--- config.mk ---
export PLATFORM = sky130hd
export DESIGN_NAME = ecc_ctl_regs
export DESIGN_NICKNAME = d
export VERILOG_FILES = /design/src/rtl/ecc_regs_pkg.sv /design/src/rtl/ecc_regs_decode.sv /design/src/rtl/ecc_regs_enable.sv /design/src/rtl/ecc_regs_diag.sv /design/src/rtl/ecc_ctl_regs.sv
export SDC_FILE = /design/constraint.sdc
export NUM_CORES = 1
export LEC_CHECK = 0
export BUFFER_PORTS_ARGS = -buffer_cell sky130_fd_sc_hd__buf_4
export CORE_ASPECT_RATIO = 1.25
export CORE_UTILIZATION = 35
export DETAILED_ROUTE_END_ITERATION = 10
export SYNTH_ARGS = -nofsm -noshare
export SYNTH_HDL_FRONTEND = slang
export SYNTH_SLANG_ARGS = --single-unit
--- constraint.sdc ---
create_clock -name clk -period 3.75 [get_ports clk]
set_clock_uncertainty 0.15 [all_clocks]
set_input_delay 0.5625 -clock clk [delete_from_list [all_inputs] [get_ports clk]]
set_output_delay 0.5625 -clock clk [all_outputs]
set_load 0.01 [all_outputs]
--- src/rtl/ecc_regs_pkg.sv ---
package ecc_regs_pkg;

  localparam int DATA_W     = 32;
  localparam int NUM_REGS   = 9;
  localparam int DIAG_BYTES = 4;

  // word indices; software depends on this order
  localparam int IDX_ENABLE = 0;
  localparam int IDX_DELAY  = 1;
  localparam int IDX_FSTAT  = 2;
  localparam int IDX_VCFG   = 3;
  localparam int IDX_FADDR0 = 4;
  localparam int IDX_FADDR1 = 5;
  localparam int IDX_DIAGW  = 6;
  localparam int IDX_EVCA   = 7;
  localparam int IDX_EVCB   = 8;

  typedef enum logic [1:0] {
    SZ_BYTE = 2'd0,
    SZ_HALF = 2'd1,
    SZ_WORD = 2'd2,
    SZ_RSVD = 2'd3
  } acc_size_e;

  localparam logic [DATA_W-1:0] DELAY_WMASK = 32'h7FFF_FFFF;
  localparam logic [DATA_W-1:0] DELAY_RST   = 32'h0000_0020;
  localparam logic [DATA_W-1:0] FADDR0_RST  = 32'h07C0_0000;

  function automatic logic [DATA_W-1:0] enable_wmask(int variant);
    return (variant == 0) ? 32'h0000_0103 : 32'h0000_0BFF;
  endfunction

  function automatic logic [DATA_W-1:0] enable_keep(int variant);
    return (variant == 0) ? 32'h0000_0100 : 32'h0000_0BFC;
  endfunction

  function automatic logic [DATA_W-1:0] enable_ident(int variant, logic [3:0] version);
    return (variant == 0) ? '0 : {4'(variant), version, 24'h0};
  endfunction

endpackage

--- src/rtl/ecc_regs_decode.sv ---
module ecc_regs_decode
  import ecc_regs_pkg::*;
#(
  parameter int ADDR_W = 6,
  localparam int IDX_W = ADDR_W - 2
) (
  input  logic                main_sel,
  input  logic                bus_we,
  input  logic [1:0]          bus_size,
  input  logic [ADDR_W-1:0]   bus_addr,
  output logic [NUM_REGS-1:0] wr_hit,
  output logic                rd_hit,
  output logic [IDX_W-1:0]    rd_idx
);

  logic [IDX_W-1:0] idx;
  logic             word_ok;
  logic             mapped;
  wire  [1:0]       unused_lsb = bus_addr[1:0];

  assign idx     = bus_addr[ADDR_W-1:2];
  assign word_ok = main_sel && (acc_size_e'(bus_size) == SZ_WORD);
  assign mapped  = (idx < IDX_W'(NUM_REGS));

  for (genvar r = 0; r < NUM_REGS; r++) begin : g_strobe
    assign wr_hit[r] = word_ok && bus_we && mapped && (idx == IDX_W'(r));
  end

  assign rd_hit = word_ok && !bus_we && mapped;
  assign rd_idx = idx;

endmodule

--- src/rtl/ecc_regs_enable.sv ---
module ecc_regs_enable
  import ecc_regs_pkg::*;
#(
  parameter int         VARIANT = 1,
  parameter logic [3:0] VERSION = 4'h0
) (
  input  logic              clk,
  input  logic              rst_n,
  input  logic              wr_en,
  input  logic [DATA_W-1:0] wr_data,
  output logic [DATA_W-1:0] value
);

  localparam logic [DATA_W-1:0] WMASK = enable_wmask(VARIANT);
  localparam logic [DATA_W-1:0] KEEP  = enable_keep(VARIANT);
  localparam logic [DATA_W-1:0] IDENT = enable_ident(VARIANT, VERSION);

  logic [DATA_W-1:0] stored;

  // each bit picks its flop flavour: kept through reset, cleared, or absent
  for (genvar b = 0; b < DATA_W; b++) begin : g_bit
    if (KEEP[b]) begin : g_keep
      logic q;
      always_ff @(posedge clk) begin
        if (wr_en) q <= wr_data[b];
      end
      assign stored[b] = q;
    end else if (WMASK[b]) begin : g_clr
      logic q;
      always_ff @(posedge clk or negedge rst_n) begin
        if (!rst_n)     q <= 1'b0;
        else if (wr_en) q <= wr_data[b];
      end
      assign stored[b] = q;
    end else begin : g_none
      wire unused_bit = wr_data[b];
      assign stored[b] = 1'b0;
    end
  end

  assign value = stored | IDENT;

endmodule

--- src/rtl/ecc_regs_diag.sv ---
module ecc_regs_diag
  import ecc_regs_pkg::*;
#(
  parameter bit PRESENT = 1'b1,
  localparam int SEL_W = $clog2(DIAG_BYTES)
) (
  input  logic             clk,
  input  logic             rst_n,
  input  logic             diag_sel,
  input  logic             bus_we,
  input  logic [1:0]       bus_size,
  input  logic [SEL_W-1:0] byte_sel,
  input  logic [7:0]       wr_byte,
  output logic             rd_hit,
  output logic [7:0]       rd_byte
);

  if (PRESENT) begin : g_win
    logic       byte_ok;
    logic [7:0] mem_q [DIAG_BYTES];
    logic [7:0] mem_d [DIAG_BYTES];

    assign byte_ok = diag_sel && (acc_size_e'(bus_size) == SZ_BYTE);

    always_comb begin
      mem_d = mem_q;
      if (byte_ok && bus_we) mem_d[byte_sel] = wr_byte;
    end

    always_ff @(posedge clk or negedge rst_n) begin
      if (!rst_n) begin
        for (int i = 0; i < DIAG_BYTES; i++) mem_q[i] <= 8'h00;
      end else begin
        mem_q <= mem_d;
      end
    end

    assign rd_hit  = byte_ok && !bus_we;
    assign rd_byte = mem_q[byte_sel];
  end else begin : g_absent
    wire unused_win = ^{clk, rst_n, diag_sel, bus_we, bus_size, byte_sel, wr_byte};
    assign rd_hit  = 1'b0;
    assign rd_byte = 8'h00;
  end

endmodule

--- src/rtl/ecc_ctl_regs.sv ---
module ecc_ctl_regs
  import ecc_regs_pkg::*;
#(
  parameter int         VARIANT = 1,
  parameter logic [3:0] VERSION = 4'h0,
  parameter int         ADDR_W  = 6
) (
  input  logic              clk,
  input  logic              rst_n,
  input  logic              main_sel,
  input  logic              diag_sel,
  input  logic              bus_we,
  input  logic [1:0]        bus_size,
  input  logic [ADDR_W-1:0] bus_addr,
  input  logic [31:0]       bus_wdata,
  output logic [31:0]       bus_rdata,
  input  logic              flt_log,
  input  logic [31:0]       flt_status,
  input  logic [31:0]       flt_addr0,
  input  logic [31:0]       flt_addr1,
  output logic              irq
);

  localparam int IDX_W    = ADDR_W - 2;
  localparam int SEL_W    = $clog2(DIAG_BYTES);
  localparam bit HAS_DIAG = (VARIANT == 0);

  logic [NUM_REGS-1:0] wr_hit;
  logic                rd_hit;
  logic [IDX_W-1:0]    rd_idx;
  logic [DATA_W-1:0]   en_value;
  logic                diag_hit;
  logic [7:0]          diag_byte;

  logic [DATA_W-1:0] delay_q, delay_d;
  logic [DATA_W-1:0] fstat_q, fstat_d;
  logic [DATA_W-1:0] vcfg_q, vcfg_d;
  logic [DATA_W-1:0] faddr0_q, faddr0_d;
  logic [DATA_W-1:0] faddr1_q, faddr1_d;
  logic [DATA_W-1:0] diagw_q, diagw_d;
  logic [DATA_W-1:0] evca_q, evca_d;
  logic [DATA_W-1:0] evcb_q, evcb_d;
  logic              irq_q, irq_d;
  logic [DATA_W-1:0] rdata_q, rdata_d;
  logic [DATA_W-1:0] word_mux;

  wire unused_ro = wr_hit[IDX_FADDR0] | wr_hit[IDX_FADDR1];

  ecc_regs_decode #(.ADDR_W(ADDR_W)) u_decode (
    .main_sel (main_sel),
    .bus_we   (bus_we),
    .bus_size (bus_size),
    .bus_addr (bus_addr),
    .wr_hit   (wr_hit),
    .rd_hit   (rd_hit),
    .rd_idx   (rd_idx)
  );

  ecc_regs_enable #(.VARIANT(VARIANT), .VERSION(VERSION)) u_enable (
    .clk     (clk),
    .rst_n   (rst_n),
    .wr_en   (wr_hit[IDX_ENABLE]),
    .wr_data (bus_wdata),
    .value   (en_value)
  );

  ecc_regs_diag #(.PRESENT(HAS_DIAG)) u_diag (
    .clk      (clk),
    .rst_n    (rst_n),
    .diag_sel (diag_sel),
    .bus_we   (bus_we),
    .bus_size (bus_size),
    .byte_sel (bus_addr[SEL_W-1:0]),
    .wr_byte  (bus_wdata[7:0]),
    .rd_hit   (diag_hit),
    .rd_byte  (diag_byte)
  );

  // next-state for the plain and fault registers
  always_comb begin
    delay_d  = delay_q;
    vcfg_d   = vcfg_q;
    diagw_d  = diagw_q;
    evca_d   = evca_q;
    evcb_d   = evcb_q;
    fstat_d  = fstat_q;
    faddr0_d = faddr0_q;
    faddr1_d = faddr1_q;
    irq_d    = irq_q;

    if (wr_hit[IDX_DELAY]) delay_d = bus_wdata & DELAY_WMASK;
    if (wr_hit[IDX_VCFG])  vcfg_d  = bus_wdata;
    if (wr_hit[IDX_DIAGW]) diagw_d = bus_wdata;
    if (wr_hit[IDX_EVCA])  evca_d  = bus_wdata;
    if (wr_hit[IDX_EVCB])  evcb_d  = bus_wdata;

    if (wr_hit[IDX_FSTAT]) begin
      fstat_d = bus_wdata;
      irq_d   = 1'b0;
    end

    // a fault report overrides a same-cycle software clear
    if (flt_log) begin
      fstat_d  = flt_status;
      faddr0_d = flt_addr0;
      faddr1_d = flt_addr1;
      irq_d    = 1'b1;
    end
  end

  // read path
  always_comb begin
    case (rd_idx)
      IDX_W'(IDX_ENABLE): word_mux = en_value;
      IDX_W'(IDX_DELAY):  word_mux = delay_q;
      IDX_W'(IDX_FSTAT):  word_mux = fstat_q;
      IDX_W'(IDX_VCFG):   word_mux = vcfg_q;
      IDX_W'(IDX_FADDR0): word_mux = faddr0_q;
      IDX_W'(IDX_FADDR1): word_mux = faddr1_q;
      IDX_W'(IDX_DIAGW):  word_mux = diagw_q;
      IDX_W'(IDX_EVCA):   word_mux = evca_q;
      IDX_W'(IDX_EVCB):   word_mux = evcb_q;
      default:            word_mux = '0;
    endcase

    if (rd_hit)        rdata_d = word_mux;
    else if (diag_hit) rdata_d = {{(DATA_W-8){1'b0}}, diag_byte};
    else               rdata_d = '0;
  end

  always_ff @(posedge clk or negedge rst_n) begin
    if (!rst_n) begin
      delay_q  <= DELAY_RST;
      fstat_q  <= '0;
      vcfg_q   <= '0;
      faddr0_q <= FADDR0_RST;
      faddr1_q <= '0;
      diagw_q  <= '0;
      evca_q   <= '0;
      evcb_q   <= '0;
      irq_q    <= 1'b0;
      rdata_q  <= '0;
    end else begin
      delay_q  <= delay_d;
      fstat_q  <= fstat_d;
      vcfg_q   <= vcfg_d;
      faddr0_q <= faddr0_d;
      faddr1_q <= faddr1_d;
      diagw_q  <= diagw_d;
      evca_q   <= evca_d;
      evcb_q   <= evcb_d;
      irq_q    <= irq_d;
      rdata_q  <= rdata_d;
    end
  end

  assign bus_rdata = rdata_q;
  assign irq       = irq_q;

endmodule

; Word-level counts from Yosys, hierarchy flattened
; Index checks and enable logic that the tools add are counted.
[classes]
order_cmp = 1
eq_ne = 9
muxes = 6
n_reduce_logical = 15
[ops]
columns = operator, count
row1 = 32-bit case mux with 9 select lines, 1
row2 = 32-bit 2-to-1 mux, 3
row3 = "4-bit by 3-bit == test with 1-bit output, second input constant", 4
row4 = 1-bit logical AND, 12
row5 = "4-bit by 2-bit == test with 1-bit output, second input constant", 2
row6 = "4-bit by 1-bit == test with 1-bit output, second input constant", 1
row7 = "4-bit == test, second input constant", 1
row8 = 4-bit logical NOT, 1
row9 = "4-bit < comparator, second input constant", 1
row10 = "2-bit == test, second input constant", 1
row11 = 1-bit 2-to-1 mux, 2
row12 = 2-bit nonzero test, 1
row13 = 1-bit logical NOT, 1
[totals]
ff_bits = 299
in_bits = 142
output_inout_bits = 33
word_cells = 52

; Logic depth before layout (Yosys ltp)
; Gate-level depths: netlist of the first run.
[depth]
ltp_word = 7
mapped_depth = 8
depth_no_buf = 5

; Cells and area by module
; Synthesis of the first run repeated with hierarchy kept, for this count alone.
[hier_totals]
cells_unflattened = 1093
area_unflattened_um2 = 14033.5
[by_module_without_submodules]
columns = mod, n_inst, cells_each, area_per_inst_um2, seq_area_each_um2
row1 = ecc_ctl_regs, 1, 1011, 13210.2, 7214.4
row2 = ecc_regs_enable, 1, 47, 590.6, 320.3
row3 = ecc_regs_decode, 1, 25, 161.4, 0.0
row4 = ecc_regs_diag, 1, 10, 71.3, 0.0

; Worst setup path after synthesis of the first run
; Ideal clock, no wire load.
[synth_path]
path_type = input -> register
startpoint = input bus_addr[2]
endpoint = register evcb_q[10]
setup_time_ns = 0.127
arrival_time_ns = 1.876
t_required_ns = 3.473
setup_slack_ns = 1.596
cell_stages = 7
path_buffers = 2
path_cell_list = or2_1 > buf_2 > nor3b_4 > inv_2 > nor2_4 > buf_6 > mux2_1
[synth_between]
elab_chain_cells = 3
word_cells_on_any_way = 4
classes_between = order compare (1) / eq/ne (1) / reduce/logical (2)
[synth_lines]
columns = item, line
row1 = "start, declared", ecc_ctl_regs.sv:14  ; input logic [ADDR_W-1:0] bus_addr,
row2 = 4-bit < comparator, ecc_regs_decode.sv:23  ; assign mapped = (idx < IDX_W'(NUM_REGS));
row3 = 1-bit logical AND, ecc_regs_decode.sv:26  ; assign wr_hit[r] = word_ok && bus_we && mapped && (idx == IDX_W'(r));
row4 = 1-bit logical AND (*), ecc_regs_decode.sv:26
row5 = "end signal, assigned", ecc_ctl_regs.sv:151  ; evcb_q <= evcb_d;
row6 = "end, declared", ecc_ctl_regs.sv:42  ; logic [DATA_W-1:0] evcb_q, evcb_d;
; Every way passes the cells marked *; elsewhere a longest branch is shown, timed or not.
; A chain may end at the register's enable or synchronous reset.

; Final worst setup path of the first run
[layout_path]
startpoint = input bus_addr[3]
endpoint = register evca_q[29]
[layout_between]
elab_chain_cells = 3
word_cells_on_any_way = 4
classes_between = order compare (1) / eq/ne (1) / reduce/logical (2)
[layout_lines]
columns = item, line
row1 = 4-bit < comparator, ecc_regs_decode.sv:23
row2 = 1-bit logical AND, ecc_regs_decode.sv:26
row3 = 1-bit logical AND (*), ecc_regs_decode.sv:26
row4 = "end signal, assigned", ecc_ctl_regs.sv:150  ; evca_q <= evca_d;
row5 = "end, declared", ecc_ctl_regs.sv:41  ; logic [DATA_W-1:0] evca_q, evca_d;
; Marks and branches as above.

==> flow_summary_export.csv, run 1 <==
group,metric,value,unit
global_routing,grt_pass1_vias,9593,
clock_tree,cts_buffers,34,
final_layout,drive_above_1_share,42.1,%
die,rows,78,
detailed_routing,drc,0,
clock_tree,holdBufCountCts,1,
timing,hold_viol,0,
timing,final.setup.tns,0,ns
flow_run,cap_violations,0,
clock_tree,clkTransAtPathRegs,0.06,ns
power,power_density,485,nW/um2
global_routing,grt_use_total,20.3,%
critical_path,startpoint_type,"input port",
placement,io_buffers,171,
detailed_routing,dr.pass1.iters,8,
die,start_util,35.5,%
critical_path,path_buf_inv,2,
global_routing,antenna_found_initial,1,
clock_tree,clock-sinks,299,
die,die_width,173,um
final_layout,final_core_util,44.2,%
critical_path,r2r_cells,3,
power,p_switching,1.80,mW
timing,setup_viol,0,
detailed_routing,wl_per_cell,23.1,um
detailed_routing,viasPerCell,5.41,
timing,fin_crit_sh,66.9,%
worst_hold_path,min_from,"flt_addr0[28]",
die,io_pins,175,
worst_hold_path,hold_depth,3,
synth,syn-cell-area,12800,um2
critical_path,critPathMaxFanout,32,
synth,synth_nets,1097,
detailed_routing,drt_wl_total,37900,um
power,comb_power_share,8.6,%
final_layout,areaGrowthSynthToFinish,24.6,%
critical_path,r2r_setup_slack,2.32,ns
power,p_sw_share,23.3,%
global_routing,grt_max_degree,100,
critical_path,rr_startpoint,"faddr1_q[28]",
timing,rsz0062_at_grt,"false",
critical_path,worstReg2RegEnd,"bus_rdata[28]",
timing,setup_ws,1.24,ns
power,clock_power_share,45.2,%
power,vdd_ir_drop_max,0.000242,V
worst_hold_path,min_to,"faddr0_q[28]",
synth,syn_inst,955,
clock_tree,cts_tree,"built",
critical_path,path_cells,"buf_4 > o31a_1 > nor2_2 > nand2_2 > buf_12 > mux2_2",
timing,max_freq,0.399,GHz
detailed_routing,num_vias,8859,
synth,ys.flop_type,"dfrtp_1",
critical_path,crit_family,"simple AND/OR/NAND/NOR gates",
critical_path,critPathKind,"in -> reg",
run_status,status,"complete, no violations",
power,intPower,5.95,mW
synth,synth_seq_area_share,58.7,%
synth,netlist-cell-type-count,46,
critical_path,critPathRequiredTime,3.99,ns
die,core,36200,um2
die,die_h,216,um
die,die_area,37500,um2
timing,min_period,2.51,ns
critical_path,slowest_stage,"nor2_2",
final_layout,n_fill_cell,3321,
clock_tree,insertion_delay,0.52,ns
power,leakage,7.45,nW
clock_tree,cts.repair.resized,0,
timing,slew_headroom,39.3,%
synth,async_reset_ff_share,97.0,%
placement,place_congestion,0.779,
clock_tree,cts_max_level,2,
global_routing,overflow,0,
power,seq_power_share,46.2,%
placement,post-place-ws,0.728,ns
detailed_routing,drt_iter0_markers,715,
critical_path,arrival,2.75,ns
clock_tree,root_buffer,"clkbuf_16",
final_layout,fin_nets,1273,
critical_path,slowest_delay,0.46,ns
placement,dp_hpwl,24700,um
timing,slew_violations,0,
synth,yosys_warnings,0,
global_routing,grt_pass1_wl,57800,um
clock_tree,cts_buffer_depth,3,
timing,worst_pin_slew,0.908,ns
critical_path,end_kind,"flop",
worst_hold_path,min_path_type,"in -> reg",
synth,syn_area_per_cell,13.4,um2
synth,ys_ff_latch,299,
detailed_routing,antenna_left,0,
clock_tree,cts_setup_buffers,0,
synth,synth_edf_count,9,
-- tightest hold or removal path, stage by stage --
cell	delay, ns
buf_4	0.08
nand2_1	0.04
o21ai_0	0.06
-- worst max-delay path by stage --
stage	slack, ns	to	cells after the start	from
floorplan	1.60	evcb_q[10]	7	bus_addr[2]
global placement	0.76	delay_q[18]	6	bus_addr[3]
detailed placement	0.73	evca_q[24]	6	bus_addr[3]
CTS	1.27	evca_q[28]	6	bus_addr[3]
global route	1.12	fstat_q[7]	8	bus_addr[4]
finish	1.24	evca_q[29]	6	bus_addr[3]
-- layer usage --
metal	part of all wire, %	global-route usage, %	wire length (um)
met1	41	25.7	15700
met5	0	0	0
met3	5.4	3.07	2030
met4	2.5	6.46	962
met2	51	35.6	19200
-- cell usage in the layout (no fill, tap or decap), types with 15 or more instances in the layout --
master | netlist | layout
a22oi_1 | 43 | 43
nand2_1 | 49 | 45
mux2_2 | 197 | 197
mux2i_1 | 33 | 33
a31oi_1 | 15 | 15
o21ai_0 | 26 | 26
a222oi_1 | 41 | 41
clkbuf_16 | 0 | 34
dfrtp_1 | 284 | 284
mux2_1 | 35 | 35
a21oi_1 | 25 | 24
nor2_1 | 28 | 28
buf_4 | 3 | 197
-- area by class of cell --
cell class / count / area, um2 / area share, %
Tap cell: 480 / 601 / 3.75
Antenna cell: 1 / 2.50 / 0.0156
Sequential cell: 299 / 7530 / 47.1
Clock buffer: 46 / 1010 / 6.29
Timing Repair Buffer: 206 / 1640 / 10.3
Clock inverter: 15 / 198 / 1.24
Multi-Input combinational cell: 575 / 4950 / 31.0
Inverter: 15 / 56.3 / 0.352
-- power by group through the flow --
stage | combinational [mW] | clock, mW | sequential, mW
after floorplan | 0.344 | 0 | 3.58
after global placement | 0.662 | 0 | 3.63
after detailed placement | 0.677 | 0 | 3.63
after CTS | 0.681 | 3.59 | 3.58
after global routing | 0.731 | 3.71 | 3.60
final | 0.669 | 3.51 | 3.58
-- through the flow --
step           cell area (um2)  std cells  total power [mW]  hold WS [ns]
2_1_floorplan            12800        955              3.93         0.117
3_3_place_gp             14800       1574              4.29         0.315
3_5_place_dp             14800       1574              4.31         0.321
4_1_cts                  16000       1636              7.85         0.104
5_1_grt                  16000       1637              8.05         0.107
6_report                 16000       1637              7.75         0.119
-- cell usage after synthesis, drive strengths merged (2+ instances only) --
cell type	count	area, um2
a21o	2	15.0
a21oi	25	125
a221oi	8	70.1
a222oi	41	410
a22o	6	52.6
a22oi	43	323
a31oi	15	93.8
a32oi	3	26.3
and2	3	18.8
buf	42	228
clkbuf	24	90.1
dfrtp	284	7110
dfstp	6	158
edfxtp	9	270
inv	15	56.3
mux2	232	2610
mux2i	33	330
nand2	49	184
nand2b	6	37.5
nand3	3	15.0
nor2	35	159
nor2b	7	43.8
nor3	6	30.0
o21a	8	60.1
o21ai	26	130
o22ai	7	43.8
or2	6	37.5
or3	2	12.5
-- sequential cells by signal, summed over array words and instances (netlist names) --
signal,cells
bus_rdata,32
delay_q,31
diagw_q,32
evca_q,32
evcb_q,32
faddr0_q,32
faddr1_q,32
fstat_q,32
irq,1
u_enable.g_bit.g_clr.q,2
u_enable.g_bit.g_keep.q,9
vcfg_q,32
-- kinds of logic after synthesis --
family                 after synthesis  synth area share [%]
AND/OR/NAND/NOR                    122                  4.59
AO/OA/AOI/OAI                      187                  10.7
multiplexers                       266                  23.1
buffers and inverters               81                  2.91
flip-flops                         299                  58.7
Power figures use the tool's default switching activity.
==> inputs of run 2 (changes only) <==
==> constraint.sdc (replaced) <==
create_clock -name clk -period 2.25 [get_ports clk]
set_clock_uncertainty 0.15 [all_clocks]
set_input_delay 0.3375 -clock clk [delete_from_list [all_inputs] [get_ports clk]]
set_output_delay 0.3375 -clock clk [all_outputs]
set_load 0.01 [all_outputs]
==> run 2 against run 1 <==
Effect of this change:
- sequential power up 66%
- largest power group unchanged
- clock power up 60%
- register-to-register slack worse by 1.7 ns
- critical endpoint is now fstat_q[13]
==> flow_summary_export.csv, run 2 (synthesis results as in run 1) <==
group,metric,value,unit
die,io_pins,175,
critical_path,end_kind,"flop",
timing,slew_headroom,34.9,%
clock_tree,insertion_delay,0.52,ns
clock_tree,cts_buffer_depth,3,
die,die_area,37500,um2
critical_path,r2r_cells,3,
die,die_h,216,um
timing,whs,0.0218,ns
timing,setup_viol,0,
clock_tree,clkTransAtPathRegs,0.06,ns
placement,io_buffers,171,
detailed_routing,dr.pass1.iters,6,
placement,place_congestion,0.789,
placement,dpl.cell_count,1607,
critical_path,critPathRequiredTime,2.51,ns
power,leakage,8.16,nW
critical_path,critPathKind,"in -> reg",
power,power_density,733,nW/um2
flow_run,cap_violations,0,
timing,hold_viol,0,
die,rows,78,
final_layout,diodes,0,
final_layout,areaGrowthSynthToFinish,37.3,%
timing,min_period,2.11,ns
global_routing,grt_pass1_vias,10100,
global_routing,overflow,0,
worst_hold_path,min_path_type,"in -> reg",
run_status,status,"complete, no violations",
detailed_routing,drt_wl_total,38600,um
clock_tree,cts_tree,"built",
power,vdd_ir_drop_max,0.000373,V
clock_tree,root_buffer,"clkbuf_16",
detailed_routing,viasPerCell,5.27,
clock_tree,cts_max_level,2,
timing,final.setup.tns,0,ns
detailed_routing,antenna_left,0,
critical_path,startpoint_type,"input port",
global_routing,grt_use_total,20.8,%
timing,rsz0062_at_grt,"false",
placement,dp_hpwl,25400,um
final_layout,final_cells,1801,
global_routing,antenna_found_initial,0,
power,power,12.9,mW
global_routing,grt_max_degree,71,
final_layout,final_core_util,48.7,%
final_layout,final_cell_mix,"284 x dfrtp_1, 222 x buf_4, 197 x mux2_2",
detailed_routing,num_vias,9498,
final_layout,drive_above_1_share,39.0,%
die,die_width,173,um
critical_path,critPathMaxFanout,25,
clock_tree,clock-sinks,299,
global_routing,grt_pass1_wl,59100,um
detailed_routing,wl_per_cell,21.4,um
timing,worst_pin_slew,0.974,ns
detailed_routing,drc,0,
timing,fin_crit_sh,93.6,%
clock_tree,cts_buffers,34,
final_layout,fin_nets,1439,
die,core,36200,um2
worst_hold_path,hold_depth,3,
timing,slew_violations,0,
die,start_util,35.5,%
clock_tree,cts_setup_buffers,0,
critical_path,arrival,2.37,ns
final_layout,final_common_cell,"dfrtp_1",
detailed_routing,drt_iter0_markers,709,
timing,max_freq,0.475,GHz
run 2: changes by cell type in the layout (fill, tap and decap cells not counted), sizes merged:
cell / change
clkinv: -7
clkinvlp: +1
dlygate4sd3: +133
buf: +33
clkbuf: +8
bufinv: -3
diode: -1
run 2: worst paths after layout:
check,endpoint,startpoint,slack (ns)
min in group asynchronous,faddr0_q[5],rst_n,0.17
worst min-delay path,fstat_q[20],flt_status[20],0.02
worst max register to register,fstat_q[13],fstat_q[13],0.67
worst max-delay path,fstat_q[13],bus_addr[2],0.14
worst min register to register,fstat_q[0],fstat_q[0],0.33
max in group asynchronous,faddr0_q[26],rst_n,1.03
run 2: routing by layer:
| layer | share of wire [%] | track usage, % | vias up |
|---|---|---|---|
| met1 | 42 | 26.7 | 4886 |
| met2 | 51 | 35.8 | 297 |
| met3 | 5.2 | 3.05 | 61 |
| li1 | - | - | 4254 |
| met5 | 0 | 0 | - |
| met4 | 2.6 | 6.73 | 0 |
run 2: metrics by stage:
| stage | setup slack, ns | area (um2) |
|---|---|---|
| floorplan | 0.321 | 12800 |
| global placement | 0.0111 | 15100 |
| detailed placement | -0.0316 | 15100 |
| CTS | 0.185 | 17600 |
| global route | 0.0473 | 17600 |
| finish | 0.143 | 17600 |
run 2: worst max-delay path, stage by stage:
cell           delay [ns]
buf_4                0.14
o31a_1               0.32
nor2_2               0.23
a21oi_4              0.28
a222oi_1             0.41
dlygate4sd3_1        0.60
inv_1                0.04
run 2: what timing repair did:
item / in CTS / in global routing
setup endpoints to repair: 0 / 0
hold buffers: 134 / 0
hold endpoints to repair: 417 / 0
gates resized for setup: 0 / 0
run 2: cell type report:
class                   count  area [um2]
multi-input cells         575        4950
well taps                 480         601
clock buffers              54        1090
inverters                  15        56.3
clock inverters             6        65.1
fillers                  3220       18600
flip-flops and latches    299        7530
repair buffers            372        3320
run 2: report_power, final:
part	internal, mW	switching [mW]	total, mW
sequential	5.76	0.206	5.96
clock	3.43	2.18	5.61
combinational	0.735	0.606	1.34
total	9.92	2.99	12.9
==> inputs of run 3 (changes only) <==
--- a/config.mk
+++ b/config.mk
@@ -6,9 +6,12 @@
 export NUM_CORES = 1
 export LEC_CHECK = 0
 export BUFFER_PORTS_ARGS = -buffer_cell sky130_fd_sc_hd__buf_4
+export CELL_PAD_IN_SITES_DETAIL_PLACEMENT = 0
+export CELL_PAD_IN_SITES_GLOBAL_PLACEMENT = 2
 export CORE_ASPECT_RATIO = 1.25
 export CORE_UTILIZATION = 35
 export DETAILED_ROUTE_END_ITERATION = 10
+export PLACE_DENSITY_LB_ADDON = 0.1
 export SYNTH_ARGS = -nofsm -noshare
 export SYNTH_HDL_FRONTEND = slang
 export SYNTH_SLANG_ARGS = --single-unit
==> run 3 against run 2 <==
Effect of this change:
- register-to-register slack is essentially flat
- sequential share of layout area grew 0.11 points
- routed wire length grew 3.8%
- cell area shrank 0.26%
- global-route usage grew 1.2 points
- via count shrank 1.3%
- critical endpoint is now fstat_q[30]
- highest routed layer unchanged
==> flow_summary_export.csv, run 3 (synthesis results as in run 1) <==
group,metric,value,unit
run_status,status,"complete, no violations",
detailed_routing,drc,0,
timing,final.setup.tns,0,ns
placement,dpl.cell_count,1607,
final_layout,final_cells,1805,
die,die_width,173,um
clock_tree,insertion_delay,0.52,ns
critical_path,critPathMaxFanout,32,
critical_path,arrival,2.46,ns
global_routing,grt_pass1_wl,61400,um
global_routing,antenna_found_initial,0,
die,core,36200,um2
die,start_util,35.5,%
critical_path,startpoint_type,"input port",
detailed_routing,drt_iter0_markers,570,
clock_tree,cts_buffer_depth,3,
clock_tree,clock-sinks,299,
final_layout,drive_above_1_share,38.8,%
die,rows,78,
global_routing,grt_use_total,22.0,%
final_layout,fin_nets,1442,
timing,worst_pin_slew,1.06,ns
final_layout,areaGrowthSynthToFinish,36.9,%
clock_tree,cts_buffers,35,
placement,place_congestion,0.763,
timing,rsz0062_at_grt,"false",
critical_path,end_kind,"flop",
global_routing,grt_max_degree,76,
detailed_routing,drt_wl_total,40000,um
timing,fin_crit_sh,95.4,%
power,power_density,733,nW/um2
clock_tree,root_buffer,"clkbuf_16",
detailed_routing,antenna_left,0,
global_routing,overflow,0,
critical_path,critPathKind,"in -> reg",
power,vdd_ir_drop_max,0.000526,V
clock_tree,cts_setup_buffers,0,
detailed_routing,dr.pass1.iters,8,
detailed_routing,wl_per_cell,22.2,um
placement,place_area,15100,um2
clock_tree,cts_max_level,2,
power,leakage,8.15,nW
timing,slew_headroom,29.0,%
detailed_routing,num_vias,9376,
timing,whs,0.000687,ns
detailed_routing,viasPerCell,5.19,
flow_run,cap_violations,0,
critical_path,critPathRequiredTime,2.56,ns
die,die_area,37500,um2
placement,io_buffers,171,
die,io_pins,175,
final_layout,final_cell_mix,"284 x dfrtp_1, 224 x buf_4, 197 x mux2_2",
final_layout,diodes,0,
final_layout,final_common_cell,"dfrtp_1",
clock_tree,cts_tree,"built",
global_routing,grt_pass1_vias,9899,
final_layout,fin_area,17600,um2
worst_hold_path,min_path_type,"in -> reg",
die,die_h,216,um
placement,dp_hpwl,26100,um
timing,slew_violations,0,
clock_tree,clkTransAtPathRegs,0.06,ns
timing,min_period,2.15,ns
timing,setup_viol,0,
timing,hold_viol,0,
timing,max_freq,0.466,GHz
-- run 3: cell count changes in the layout (fill, tap and decap cells not counted), sizes merged --
cell	delta
clkinv	+6
clkbuf	-4
dlygate4sd3	+2
bufinv	+1
clkinvlp	-1
-- run 3: final timing paths --
check,slack [ns],from,depth (start not counted),end
min in group asynchronous,0.16,rst_n,2,bus_rdata[4]
worst min-delay path,0.0007,flt_status[28],3,fstat_q[28]
worst max-delay path,0.10,bus_addr[5],9,fstat_q[30]
max in group asynchronous,1.04,rst_n,3,faddr0_q[24]
worst min register to register,0.33,irq,1,irq
worst max register to register,0.66,fstat_q[30],3,fstat_q[30]
-- run 3: area by class of cell --
cell class | instances | area, um2
timing repair buffer | 374 | 3310
clock inverter | 12 | 118
fill | 3269 | 18600
inverter | 15 | 56.3
multi-input combinational | 575 | 4950
tap | 480 | 601
clock buffer | 50 | 1000
sequential | 299 | 7530
-- run 3: where the power goes --
part | internal (mW) | switching (mW)
logic | 0.739 | 0.612
clock network | 3.33 | 2.26
registers | 5.76 | 0.194
total | 9.83 | 3.06
-- run 3: layer usage --
metal | routed length (um) | track usage [%]
met2 | 20400 | 37.9
met3 | 1790 | 3.49
met1 | 17100 | 28.6
met5 | 0 | 0
met4 | 782 | 5.66
-- run 3: timing repair --
| item | in CTS | in global routing |
|---|---|---|
| endpoints found under the hold margin | 547 | 0 |
| endpoints found under the setup margin | 0 | 11 |
| resized for setup | 0 | 1 |
| hold buffers | 136 | 0 |
-- run 3: critical path, stage by stage --
cell	delay, ns
buf_4	0.13
or2_1	0.27
nor2_4	0.13
buf_6	0.38
and3b_1	0.25
buf_4	0.18
a222oi_1	0.09
dlygate4sd3_1	0.63
inv_1	0.05
-- run 3: through the flow --
step           setup slack, ns  power [mW]  utilization (%)
6_report                 0.104        12.9             48.5
5_1_grt                 0.0327        13.4             48.5
4_1_cts                 0.0263        13.1             48.5
3_5_place_dp           -0.0215        7.22             41.7
3_3_place_gp          -0.00625        7.20             41.7
2_1_floorplan            0.321        6.55                -
